<file path="src/rtl/dmc_pkg.sv">
package dmc_pkg;
   typedef enum logic [2:0] {
      ST_IDLE,
      ST_ROW,
      ST_COL,
      ST_PRE,
      ST_REF
   } dmc_state_e;
endpackage

</file>
<file path="src/rtl/dmc_addr_split.sv">
// Splits a flat word address into row and column halves sized to the pins.
module dmc_addr_split #(
   parameter int ROW_W = 11,
   parameter int COL_W = 11,
   parameter int PIN_W = 11
) (
   input  logic [ROW_W+COL_W-1:0] addr,
   output logic [PIN_W-1:0]       row_pins,
   output logic [PIN_W-1:0]       col_pins
);
   localparam int ADDR_W = ROW_W + COL_W;

   if (PIN_W < ROW_W || PIN_W < COL_W) begin : g_bad_pins
      $error("PIN_W must cover both address halves");
   end

   if (PIN_W == ROW_W) begin : g_row_full
      assign row_pins = addr[ADDR_W-1:COL_W];
   end else begin : g_row_pad
      assign row_pins = {{(PIN_W-ROW_W){1'b0}}, addr[ADDR_W-1:COL_W]};
   end

   if (PIN_W == COL_W) begin : g_col_full
      assign col_pins = addr[COL_W-1:0];
   end else begin : g_col_pad
      assign col_pins = {{(PIN_W-COL_W){1'b0}}, addr[COL_W-1:0]};
   end
endmodule

</file>
<file path="src/rtl/dmc_refresh_timer.sv">
// Interval timer raising a sticky refresh request and holding the next row.
module dmc_refresh_timer #(
   parameter int INTERVAL = 390,
   parameter int ROW_W    = 11
) (
   input  logic             clk,
   input  logic             rst_n,
   input  logic             ref_grant,
   output logic             ref_pending,
   output logic [ROW_W-1:0] ref_row
);
   localparam int CNT_W = (INTERVAL > 1) ? $clog2(INTERVAL) : 1;

   if (INTERVAL < 2) begin : g_bad_interval
      $error("INTERVAL must be at least 2");
   end

   logic [CNT_W-1:0] tick_cnt_q;
   logic             tick;

   assign tick = (tick_cnt_q == CNT_W'(INTERVAL - 1));

   always_ff @(posedge clk or negedge rst_n) begin
      if (!rst_n) begin
         tick_cnt_q  <= '0;
         ref_pending <= 1'b0;
         ref_row     <= '0;
      end else begin
         tick_cnt_q  <= tick ? '0 : tick_cnt_q + CNT_W'(1);
         ref_pending <= tick | (ref_pending & ~ref_grant);
         if (ref_grant) begin
            ref_row <= ref_row + ROW_W'(1);
         end
      end
   end
endmodule

</file>
<file path="src/rtl/dmc_seq.sv">
// Access / refresh sequencer driving the strobes and the multiplexed pins.
module dmc_seq
   import dmc_pkg::*;
#(
   parameter int PIN_W     = 11,
   parameter int DQ_W      = 4,
   parameter int T_RCD     = 2,
   parameter int T_CAS     = 2,
   parameter int T_REF     = 4,
   parameter int T_PRE     = 3
) (
   input  logic             clk,
   input  logic             rst_n,
   input  logic             req_valid,
   input  logic             req_write,
   input  logic [PIN_W-1:0] row_pins,
   input  logic [PIN_W-1:0] col_pins,
   input  logic [DQ_W-1:0]  req_wdata,
   input  logic             ref_pending,
   input  logic [PIN_W-1:0] ref_pins,
   input  logic [DQ_W-1:0]  dq_in,
   output logic             req_ready,
   output logic             ref_grant,
   output logic             rsp_valid,
   output logic [DQ_W-1:0]  rsp_rdata,
   output logic             wr_ack,
   output logic [PIN_W-1:0] pins,
   output logic             ras_n,
   output logic             cas_n,
   output logic             we_n,
   output logic             oe_n,
   output logic [DQ_W-1:0]  dq_out,
   output logic             dq_oe
);
   localparam int T_MAX1 = (T_RCD > T_CAS) ? T_RCD : T_CAS;
   localparam int T_MAX2 = (T_REF > T_PRE) ? T_REF : T_PRE;
   localparam int T_MAX  = (T_MAX1 > T_MAX2) ? T_MAX1 : T_MAX2;
   localparam int TMR_W  = $clog2(T_MAX + 1);

   localparam logic [TMR_W-1:0] LD_RCD = TMR_W'(T_RCD - 1);
   localparam logic [TMR_W-1:0] LD_CAS = TMR_W'(T_CAS - 1);
   localparam logic [TMR_W-1:0] LD_REF = TMR_W'(T_REF - 1);
   localparam logic [TMR_W-1:0] LD_PRE = TMR_W'(T_PRE - 1);

   dmc_state_e       state_q;
   logic [TMR_W-1:0] tmr_q;
   logic [PIN_W-1:0] pins_q;
   logic [PIN_W-1:0] col_q;
   logic             wr_q;
   logic [DQ_W-1:0]  wdata_q;
   logic [DQ_W-1:0]  rdata_q;
   logic             rvalid_q;
   logic             ack_q;
   logic             tmr_done;

   assign tmr_done = (tmr_q == '0);

   always_ff @(posedge clk or negedge rst_n) begin
      if (!rst_n) begin
         state_q  <= ST_IDLE;
         tmr_q    <= '0;
         pins_q   <= '0;
         col_q    <= '0;
         wr_q     <= 1'b0;
         wdata_q  <= '0;
         rdata_q  <= '0;
         rvalid_q <= 1'b0;
         ack_q    <= 1'b0;
      end else begin
         rvalid_q <= 1'b0;
         ack_q    <= 1'b0;
         case (state_q)
            ST_IDLE: begin
               if (ref_pending) begin
                  state_q <= ST_REF;
                  tmr_q   <= LD_REF;
                  pins_q  <= ref_pins;
               end else if (req_valid) begin
                  state_q <= ST_ROW;
                  tmr_q   <= LD_RCD;
                  pins_q  <= row_pins;
                  col_q   <= col_pins;
                  wr_q    <= req_write;
                  wdata_q <= req_wdata;
               end
            end
            ST_ROW: begin
               if (tmr_done) begin
                  state_q <= ST_COL;
                  tmr_q   <= LD_CAS;
                  pins_q  <= col_q;
               end else begin
                  tmr_q <= tmr_q - TMR_W'(1);
               end
            end
            ST_COL: begin
               if (tmr_done) begin
                  state_q <= ST_PRE;
                  tmr_q   <= LD_PRE;
                  if (wr_q) begin
                     ack_q <= 1'b1;
                  end else begin
                     rdata_q  <= dq_in;
                     rvalid_q <= 1'b1;
                  end
               end else begin
                  tmr_q <= tmr_q - TMR_W'(1);
               end
            end
            ST_REF: begin
               if (tmr_done) begin
                  state_q <= ST_PRE;
                  tmr_q   <= LD_PRE;
               end else begin
                  tmr_q <= tmr_q - TMR_W'(1);
               end
            end
            ST_PRE: begin
               if (tmr_done) begin
                  state_q <= ST_IDLE;
               end else begin
                  tmr_q <= tmr_q - TMR_W'(1);
               end
            end
            default: state_q <= ST_IDLE;
         endcase
      end
   end

   assign req_ready = (state_q == ST_IDLE) && !ref_pending;
   assign ref_grant = (state_q == ST_IDLE) && ref_pending;
   assign rsp_valid = rvalid_q;
   assign rsp_rdata = rdata_q;
   assign wr_ack    = ack_q;
   assign pins      = pins_q;
   assign ras_n     = !((state_q == ST_ROW) || (state_q == ST_COL) || (state_q == ST_REF));
   assign cas_n     = !(state_q == ST_COL);
   assign we_n      = !((state_q == ST_COL) && wr_q);
   assign oe_n      = !((state_q == ST_COL) && !wr_q);
   assign dq_oe     = (state_q == ST_COL) && wr_q;
   assign dq_out    = wdata_q;
endmodule

</file>
<file path="src/rtl/dram_mux_ctrl.sv">
// Top: host port to multiplexed-address DRAM with interleaved refresh.
module dram_mux_ctrl #(
   parameter int ROW_W            = 11,
   parameter int COL_W            = 11,
   parameter int DQ_W             = 4,
   parameter int REFRESH_INTERVAL = 390,
   parameter int RAS_TO_CAS       = 2,
   parameter int CAS_CYCLES       = 2,
   parameter int REFRESH_RAS      = 4,
   parameter int PRECHARGE        = 3,
   localparam int ADDR_W          = ROW_W + COL_W,
   localparam int PIN_W           = (ROW_W > COL_W) ? ROW_W : COL_W
) (
   input  logic              clk,
   input  logic              rst_n,
   input  logic              req_valid,
   output logic              req_ready,
   input  logic              req_write,
   input  logic [ADDR_W-1:0] req_addr,
   input  logic [DQ_W-1:0]   req_wdata,
   output logic              rsp_valid,
   output logic [DQ_W-1:0]   rsp_rdata,
   output logic              wr_ack,
   output logic [PIN_W-1:0]  dram_addr,
   output logic              dram_ras_n,
   output logic              dram_cas_n,
   output logic              dram_we_n,
   output logic              dram_oe_n,
   output logic [DQ_W-1:0]   dram_dq_out,
   output logic              dram_dq_oe,
   input  logic [DQ_W-1:0]   dram_dq_in
);
   localparam int ACCESS_SPAN = RAS_TO_CAS + CAS_CYCLES + PRECHARGE + 1;
   localparam int REFRESH_SPAN = REFRESH_RAS + PRECHARGE + 1;

   if (RAS_TO_CAS < 1 || CAS_CYCLES < 1 || REFRESH_RAS < 1 || PRECHARGE < 1) begin : g_bad_timing
      $error("all timing parameters must be at least 1");
   end
   if (REFRESH_INTERVAL <= ACCESS_SPAN + REFRESH_SPAN) begin : g_bad_interval
      $error("REFRESH_INTERVAL too short to fit one access and one refresh");
   end
   if (DQ_W < 1) begin : g_bad_dq
      $error("DQ_W must be at least 1");
   end

   logic [PIN_W-1:0] row_pins;
   logic [PIN_W-1:0] col_pins;
   logic             ref_pending;
   logic             ref_grant;
   logic [ROW_W-1:0] ref_row;
   logic [PIN_W-1:0] ref_pins;

   assign ref_pins = PIN_W'(ref_row);

   dmc_addr_split #(
      .ROW_W (ROW_W),
      .COL_W (COL_W),
      .PIN_W (PIN_W)
   ) u_split (
      .addr     (req_addr),
      .row_pins (row_pins),
      .col_pins (col_pins)
   );

   dmc_refresh_timer #(
      .INTERVAL (REFRESH_INTERVAL),
      .ROW_W    (ROW_W)
   ) u_refresh (
      .clk         (clk),
      .rst_n       (rst_n),
      .ref_grant   (ref_grant),
      .ref_pending (ref_pending),
      .ref_row     (ref_row)
   );

   dmc_seq #(
      .PIN_W (PIN_W),
      .DQ_W  (DQ_W),
      .T_RCD (RAS_TO_CAS),
      .T_CAS (CAS_CYCLES),
      .T_REF (REFRESH_RAS),
      .T_PRE (PRECHARGE)
   ) u_seq (
      .clk         (clk),
      .rst_n       (rst_n),
      .req_valid   (req_valid),
      .req_write   (req_write),
      .row_pins    (row_pins),
      .col_pins    (col_pins),
      .req_wdata   (req_wdata),
      .ref_pending (ref_pending),
      .ref_pins    (ref_pins),
      .dq_in       (dram_dq_in),
      .req_ready   (req_ready),
      .ref_grant   (ref_grant),
      .rsp_valid   (rsp_valid),
      .rsp_rdata   (rsp_rdata),
      .wr_ack      (wr_ack),
      .pins        (dram_addr),
      .ras_n       (dram_ras_n),
      .cas_n       (dram_cas_n),
      .we_n        (dram_we_n),
      .oe_n        (dram_oe_n),
      .dq_out      (dram_dq_out),
      .dq_oe       (dram_dq_oe)
   );
endmodule

</file>
<file path="config.mk">
export PLATFORM = sky130hd
export DESIGN_NAME = dram_mux_ctrl
export DESIGN_NICKNAME = d
export VERILOG_FILES = /design/src/rtl/dmc_pkg.sv /design/src/rtl/dmc_addr_split.sv /design/src/rtl/dmc_refresh_timer.sv /design/src/rtl/dmc_seq.sv /design/src/rtl/dram_mux_ctrl.sv
export SDC_FILE = /design/constraint.sdc
export NUM_CORES = 1
export LEC_CHECK = 0
export ABC_CLOCK_PERIOD_IN_PS = 5000
export BUFFER_PORTS_ARGS = -buffer_cell sky130_fd_sc_hd__buf_2
export CAP_MARGIN = 0
export CORE_UTILIZATION = 47
export CTS_CLUSTER_DIAMETER = 150
export DETAILED_ROUTE_END_ITERATION = 6
export HOLD_SLACK_MARGIN = 0.02
export PLACE_DENSITY = 0.7
export SYNTH_ARGS = -nofsm -noshare
export SYNTH_HDL_FRONTEND = slang
export SYNTH_SLANG_ARGS = --single-unit
</file>
<file path="constraint.sdc">
create_clock -name clk -period 5 [get_ports clk]
set_input_delay 1 -clock clk [delete_from_list [all_inputs] [get_ports clk]]
set_output_delay 1 -clock clk [all_outputs]
set_load 0.1 [all_outputs]
</file>
==> run_results.csv, run 1 <==
group,metric,value,unit
status,outcome,"complete, no violations",
synth,leading_register_cell_type_out_of_synthesis,"sky130_fd_sc_hd__dfrtp_1",
power_and_ir_drop,power.total,2.39,mW
clocking,clockRootBuffer,"sky130_fd_sc_hd__clkbuf_8",
sta,maxClockFrequency,0.312,GHz
sta,grt_setup_unrepaired,"no",
synth,post-synth-top-area-cell,"sky130_fd_sc_hd__dfrtp_1",
clocking,bufs_on_longest_clock_path,2,
routing,detail_route.vias_per_cell,5.16,
die,floorplan.core_area,5640,µm²
synth,ys_seq_elements,60,
placement,pre_cts_slack,2.15,ns
synth,postSynthCellCount,260,
sta,report.final.setup_viol,0,
synth,synthTopCellsByArea,"sky130_fd_sc_hd__dfrtp_1 53%, sky130_fd_sc_hd__mux2_2 6.8%, sky130_fd_sc_hd__mux2i_1 4.3%",
sta,drv_slew,0,
min_path,hp-class,"reg -> reg",
sta,finalHoldViolCount,0,
grt,grt_antenna_before_repair,0,
grt,grt_pass1_vias,2007,
power_and_ir_drop,power.leakage,1.64,nW
critical_path,critPathKind,"reg -> out",
placement,port_buffers,60,
clocking,worst_skew_pair.late_latency,0.33,ns
cells_and_area,num_antenna_cells,0,
sta,worst_clock_skew,0.00423,ns
critical_path,setup.reg_to_reg.worst_slack,2.80,ns
cells_and_area,design.final.nets,361,
grt,grt_pass1_wl,9270,µm
routing,dr_total_vias,2052,
critical_path,data_arrival_time_at_the_worst_slack_endpoint,2.21,ns
sta,fin_ws,1.79,ns
placement,gpl.final_weighted_congestion,0.800,
routing,detail_route.iter0.violations,154,
clocking,hold_buffers,0,
clocking,cts_tree,"yes",
synth,synth_enable_flop_cells,0,
critical_path,critPathLaunchType,"flip-flop",
routing,firstDrtPassIters,4,
die,ports_placed_on_the_boundary,61,
clocking,clock_sinks,60,
die,die_height,79.5,µm
synth,synth.yosys.warnings,0,
sta,min_period_over_period,0.641,
sta,min_period,3.21,ns
clocking,cts-htree-levels,3,
synth,synth_cell_types,45,
clocking,post-cts-setup-buffer-count,0,
cells_and_area,relative_area_change_from_synthesis_to_final_layout,19.5,%
routing,wl_per_cell,13.9,µm
clocking,clock_slew_at_the_register_clock_pins_of_the_worst_setup_and_hold_paths,0.06,ns
cells_and_area,layout_common_cells,"60 x sky130_fd_sc_hd__buf_2, 60 x sky130_fd_sc_hd__dfrtp_1, 27 x sky130_fd_sc_hd__nor2_1",
critical_path,endpoint_kind,"output port",
critical_path,worstPathRequired,4.00,ns
clocking,post_cts_resized,0,
grt,grt_remaining_overflow,0,
synth,synth_largest_type_area_fraction,0.532,
die,die-area,6320,µm²
synth,post_synth.cell_area_avg,10.9,µm²
grt,grt_start_max_net_pins,61,
synth,asyncSetResetFlopFracSynth,1.00,
sta,slew_headroom,0.212,
die,die_x,79.5,µm
critical_path,critical_path.max_fanout,15,
cells_and_area,final_layout_size_suffix_gt1_frac,0.310,
placement,post-dp-hpwl,3860,µm
clocking,cts_inserted_buffers,9,
synth,mappedNetlistArea,2820,µm²
power_and_ir_drop,vdd_ir_drop_max,0.000457,V
cells_and_area,utilization,0.597,
synth,synth.yosys.seq_area_share,0.532,
grt,grt.total_usage,0.195,
routing,post-route-drc-count,0,
power_and_ir_drop,power_per_cell_area,710,nW/µm²
sta,tightest_slew,1.17,ns
job,maxCapViolCount,0,
routing,drtAntennaViolNets,0,
routing,finalWirelength,5550,µm
sta,final.setup.tns,0,ns
synth,syn-num-nets,299,
die,initial_core_util,0.500,
die,rows,27,
-- critical path, cell delays in order (launching register included) --
cell                      delay, ns
sky130_fd_sc_hd__dfrtp_1       0.63
sky130_fd_sc_hd__inv_2         0.08
sky130_fd_sc_hd__or3_1         0.39
sky130_fd_sc_hd__or2_2         0.31
sky130_fd_sc_hd__inv_1         0.05
sky130_fd_sc_hd__buf_2         0.41
-- cell usage after synthesis (all sizes together), types with 3 or more instances --
cell and count:
mux2i 12, clkbuf 4, or3 3, dfrtp 60, o21ai 15, nand3 7
a21oi 15, ha 5, nor2 27, nand2b 3, and3 5, inv 10
xor2 8, nand2 20, mux2 21, buf 8, xnor2 10
-- cell families (layout without fill, tap and decap cells) --
family                   count (synthesis)  count (layout)  synth area share
AO/OA/AOI/OAI                           44              44            0.0936
XOR/XNOR                                18              18            0.0559
adder cells (fa/ha/maj)                  5               5            0.0222
buffers and inverters                   22              88            0.0341
flip-flops                              60              60             0.532
multiplexers                            33              33             0.126
AND/OR/NAND/NOR                         78              78             0.136
-- layer usage --
metal | wire length, µm | global-route usage | vias up
met1 | 2760 | 0.268 | 975
li1 | - | - | 1025
met3 | 276 | 0.0606 | 8
met4 | 71 | 0.0818 | 0
met5 | 0 | 0 | -
met2 | 2450 | 0.285 | 44
-- sequential cells by signal, indices dropped and copies added, names as in the netlist --
register,flops
u_seq.tmr_q,3
u_seq.dq_out,4
u_refresh.ref_pending,1
u_seq.rsp_rdata,4
u_seq.pins,11
u_seq.rsp_valid,1
u_seq.wr_q,1
u_seq.state_q,3
u_seq.col_q,11
u_refresh.tick_cnt_q,9
u_seq.wr_ack,1
u_refresh.ref_row,11
-- power by group --
group	internal, mW	switching, mW
clock network	0.238	0.181
logic	0.266	0.975
registers	0.633	0.0981
-- final cells by class --
| type | instances | area (µm²) |
|---|---|---|
| well taps | 72 | 90.1 |
| repair buffers | 63 | 323 |
| clock inverters | 5 | 52.6 |
| fillers | 494 | 2270 |
| clock buffers | 10 | 138 |
| flip-flops and latches | 60 | 1500 |
| multi-input cells | 178 | 1230 |
| inverters | 10 | 37.5 |
-- worst paths after layout --
kind                                       start                       to  depth (start not counted)
min in group asynchronous                  rst_n  u_refresh.tick_cnt_q[5]                          2
max in group asynchronous                  rst_n           u_seq.col_q[2]                          2
setup reg to reg           u_refresh.ref_pending     u_refresh.ref_row[7]                          4
hold / removal                     u_seq.pins[7]            u_seq.pins[7]                          2
hold reg to reg                    u_seq.pins[7]            u_seq.pins[7]                          2
setup / recovery                u_seq.state_q[1]               dram_dq_oe                          5
-- per-stage QoR --
step / area, µm² / hold WS (ns) / std cells
floorplan: 2820 / 0.445 / 260
global placement: 3180 / 0.460 / 383
detailed placement: 3180 / 0.466 / 383
CTS: 3370 / 0.480 / 398
global route: 3370 / 0.503 / 398
finish: 3370 / 0.475 / 398
Power figures use the tool's default switching activity.
==> inputs of run 2 (changes only) <==
- ABC_CLOCK_PERIOD_IN_PS: 5000 -> 3200
- clock period: 5 -> 3.2 ns (I/O delays scaled with it)
==> run 2 against run 1 <==
Effect of this change:
- sequential power increased by 56%
- first-iteration DRC count increased by 34%
- global-route usage increased by 0.12 points
- clock power increased by 32%
- critical path depth unchanged
==> run_results.csv, run 2 (same netlist as run 1, synthesis figures left out) <==
group,metric,value,unit
die,die_x,79.5,µm
sta,worst_clock_skew,0.00470,ns
sta,drv_slew,0,
grt,grt.total_usage,0.197,
grt,grt_start_max_net_pins,38,
sta,min_period_over_period,0.910,
grt,grt_pass1_vias,1995,
power_and_ir_drop,power_per_cell_area,1090,nW/µm²
cells_and_area,final_layout_size_suffix_gt1_frac,0.312,
critical_path,endpoint_kind,"output port",
die,initial_core_util,0.500,
die,die_height,79.5,µm
power_and_ir_drop,vdd_ir_drop_max,0.000795,V
clocking,cts-htree-levels,3,
routing,wl_per_cell,14.1,µm
die,die-area,6320,µm²
critical_path,data_arrival_time_at_the_worst_slack_endpoint,2.27,ns
clocking,cts_inserted_buffers,9,
critical_path,critPathLaunchType,"flip-flop",
placement,pre_cts_slack,0.660,ns
critical_path,worstPathRequired,2.56,ns
status,outcome,"complete, no violations",
routing,firstDrtPassIters,4,
critical_path,r2r_end,"u_seq.col_q[0]",
sta,report.final.setup_viol,0,
critical_path,cp_slowest_cell,"sky130_fd_sc_hd__dfrtp_1",
clocking,worst_skew_pair.late_latency,0.32,ns
placement,gpl.final_weighted_congestion,0.855,
routing,detail_route.vias_per_cell,5.14,
power_and_ir_drop,power.leakage,1.63,nW
grt,grt_antenna_before_repair,0,
critical_path,critPathKind,"reg -> out",
critical_path,crit-reg2reg-launch,"u_seq.state_q[2]",
grt,grt_remaining_overflow,0,
critical_path,worst_stage_delay_on_the_critical_path,0.64,ns
clocking,clock_slew_at_the_register_clock_pins_of_the_worst_setup_and_hold_paths,0.06,ns
routing,dr_total_vias,2050,
clocking,post_cts_resized,0,
clocking,post-cts-setup-buffer-count,0,
critical_path,timing.critical_path.buf_inv,3,
sta,fin_ws,0.288,ns
critical_path,worst_r2r_path_depth,4,
die,floorplan.core_area,5640,µm²
sta,maxClockFrequency,0.343,GHz
clocking,clockRootBuffer,"sky130_fd_sc_hd__clkbuf_8",
sta,final.setup.tns,0,ns
cells_and_area,design.final.nets,363,
critical_path,setup.reg_to_reg.worst_slack,1.07,ns
sta,finalHoldViolCount,0,
clocking,hold_buffers,0,
critical_path,cpLargestDelayFamily,"simple AND/OR/NAND/NOR gates",
sta,grt_setup_unrepaired,"no",
critical_path,critical_path.cell_chain,"inv_2 -> or3_1 -> or2_2 -> clkinvlp_4 -> buf_2",
sta,tightest_slew,0.620,ns
clocking,clock_sinks,60,
cells_and_area,num_antenna_cells,0,
cells_and_area,relative_area_change_from_synthesis_to_final_layout,18.9,%
die,ports_placed_on_the_boundary,61,
sta,min_period,2.91,ns
job,maxCapViolCount,0,
die,rows,27,
routing,detail_route.iter0.violations,207,
placement,post-dp-hpwl,4110,µm
min_path,hp-class,"in -> async",
clocking,cts_tree,"yes",
cells_and_area,layout_common_cells,"60 x sky130_fd_sc_hd__buf_2, 60 x sky130_fd_sc_hd__dfrtp_1, 27 x sky130_fd_sc_hd__nor2_1",
routing,drtAntennaViolNets,0,
critical_path,critical_path.max_fanout,15,
grt,grt_pass1_wl,9320,µm
sta,slew_headroom,0.585,
placement,port_buffers,60,
clocking,bufs_on_longest_clock_path,2,
routing,post-route-drc-count,0,
routing,finalWirelength,5620,µm
-- run 2: cell count changes in the layout (fill, tap and decap cells not counted), sizes merged --
| cell | change |
|---|---|
| buf | +2 |
| inv | -1 |
| bufinv | -1 |
| clkbuf | +1 |
-- run 2: cell type report --
cell class                      instances  area [µm²]
Tap cell                               72        90.1
Timing Repair Buffer                   65         338
Sequential cell                        60        1500
Fill cell                             469        2290
Inverter                               10        41.3
Clock inverter                          3        15.0
Clock buffer                           11         141
Multi-Input combinational cell        178        1230
-- run 2: where the power goes --
group / leakage [nW] / total (mW) / internal (mW) / switching, mW
sequential: 0.755 / 1.14 / 0.989 / 0.155
combinational: 0.788 / 1.95 / 0.417 / 1.54
clock: 0.0848 / 0.554 / 0.289 / 0.265
total: 1.63 / 3.65 / 1.70 / 1.96
-- run 2: how the worst max path moves through the flow --
stage,startpoint,end,cells after the start
floorplan,u_seq.state_q[2],dram_dq_oe,4
CTS,u_seq.state_q[1],dram_dq_oe,5
detailed placement,u_seq.state_q[1],dram_dq_oe,5
global route,u_seq.state_q[1],dram_dq_oe,5
global placement,u_seq.state_q[1],dram_dq_oe,5
finish,u_seq.state_q[1],dram_dq_oe,5
-- run 2: per-layer routing --
| metal | track usage | share of wire |
|---|---|---|
| met1 | 0.289 | 0.50 |
| met2 | 0.273 | 0.45 |
| met3 | 0.0457 | 0.036 |
| met4 | 0.0891 | 0.013 |
| met5 | 0 | 0 |
-- run 2: through the flow --
| step | instance area [µm²] | hold WS [ns] | total power [mW] | std cells | utilization |
|---|---|---|---|---|---|
| 6_report | 3360 | 0.288 | 3.65 | 399 | 0.595 |
| 5_1_grt | 3360 | 0.322 | 3.83 | 399 | 0.595 |
| 4_1_cts | 3360 | 0.293 | 3.68 | 399 | 0.595 |
| 3_5_place_dp | 3200 | 0.470 | 3.12 | 385 | 0.567 |
| 3_3_place_gp | 3200 | 0.460 | 3.08 | 385 | 0.567 |
| 2_1_floorplan | 2830 | 0.344 | 2.78 | 260 | - |
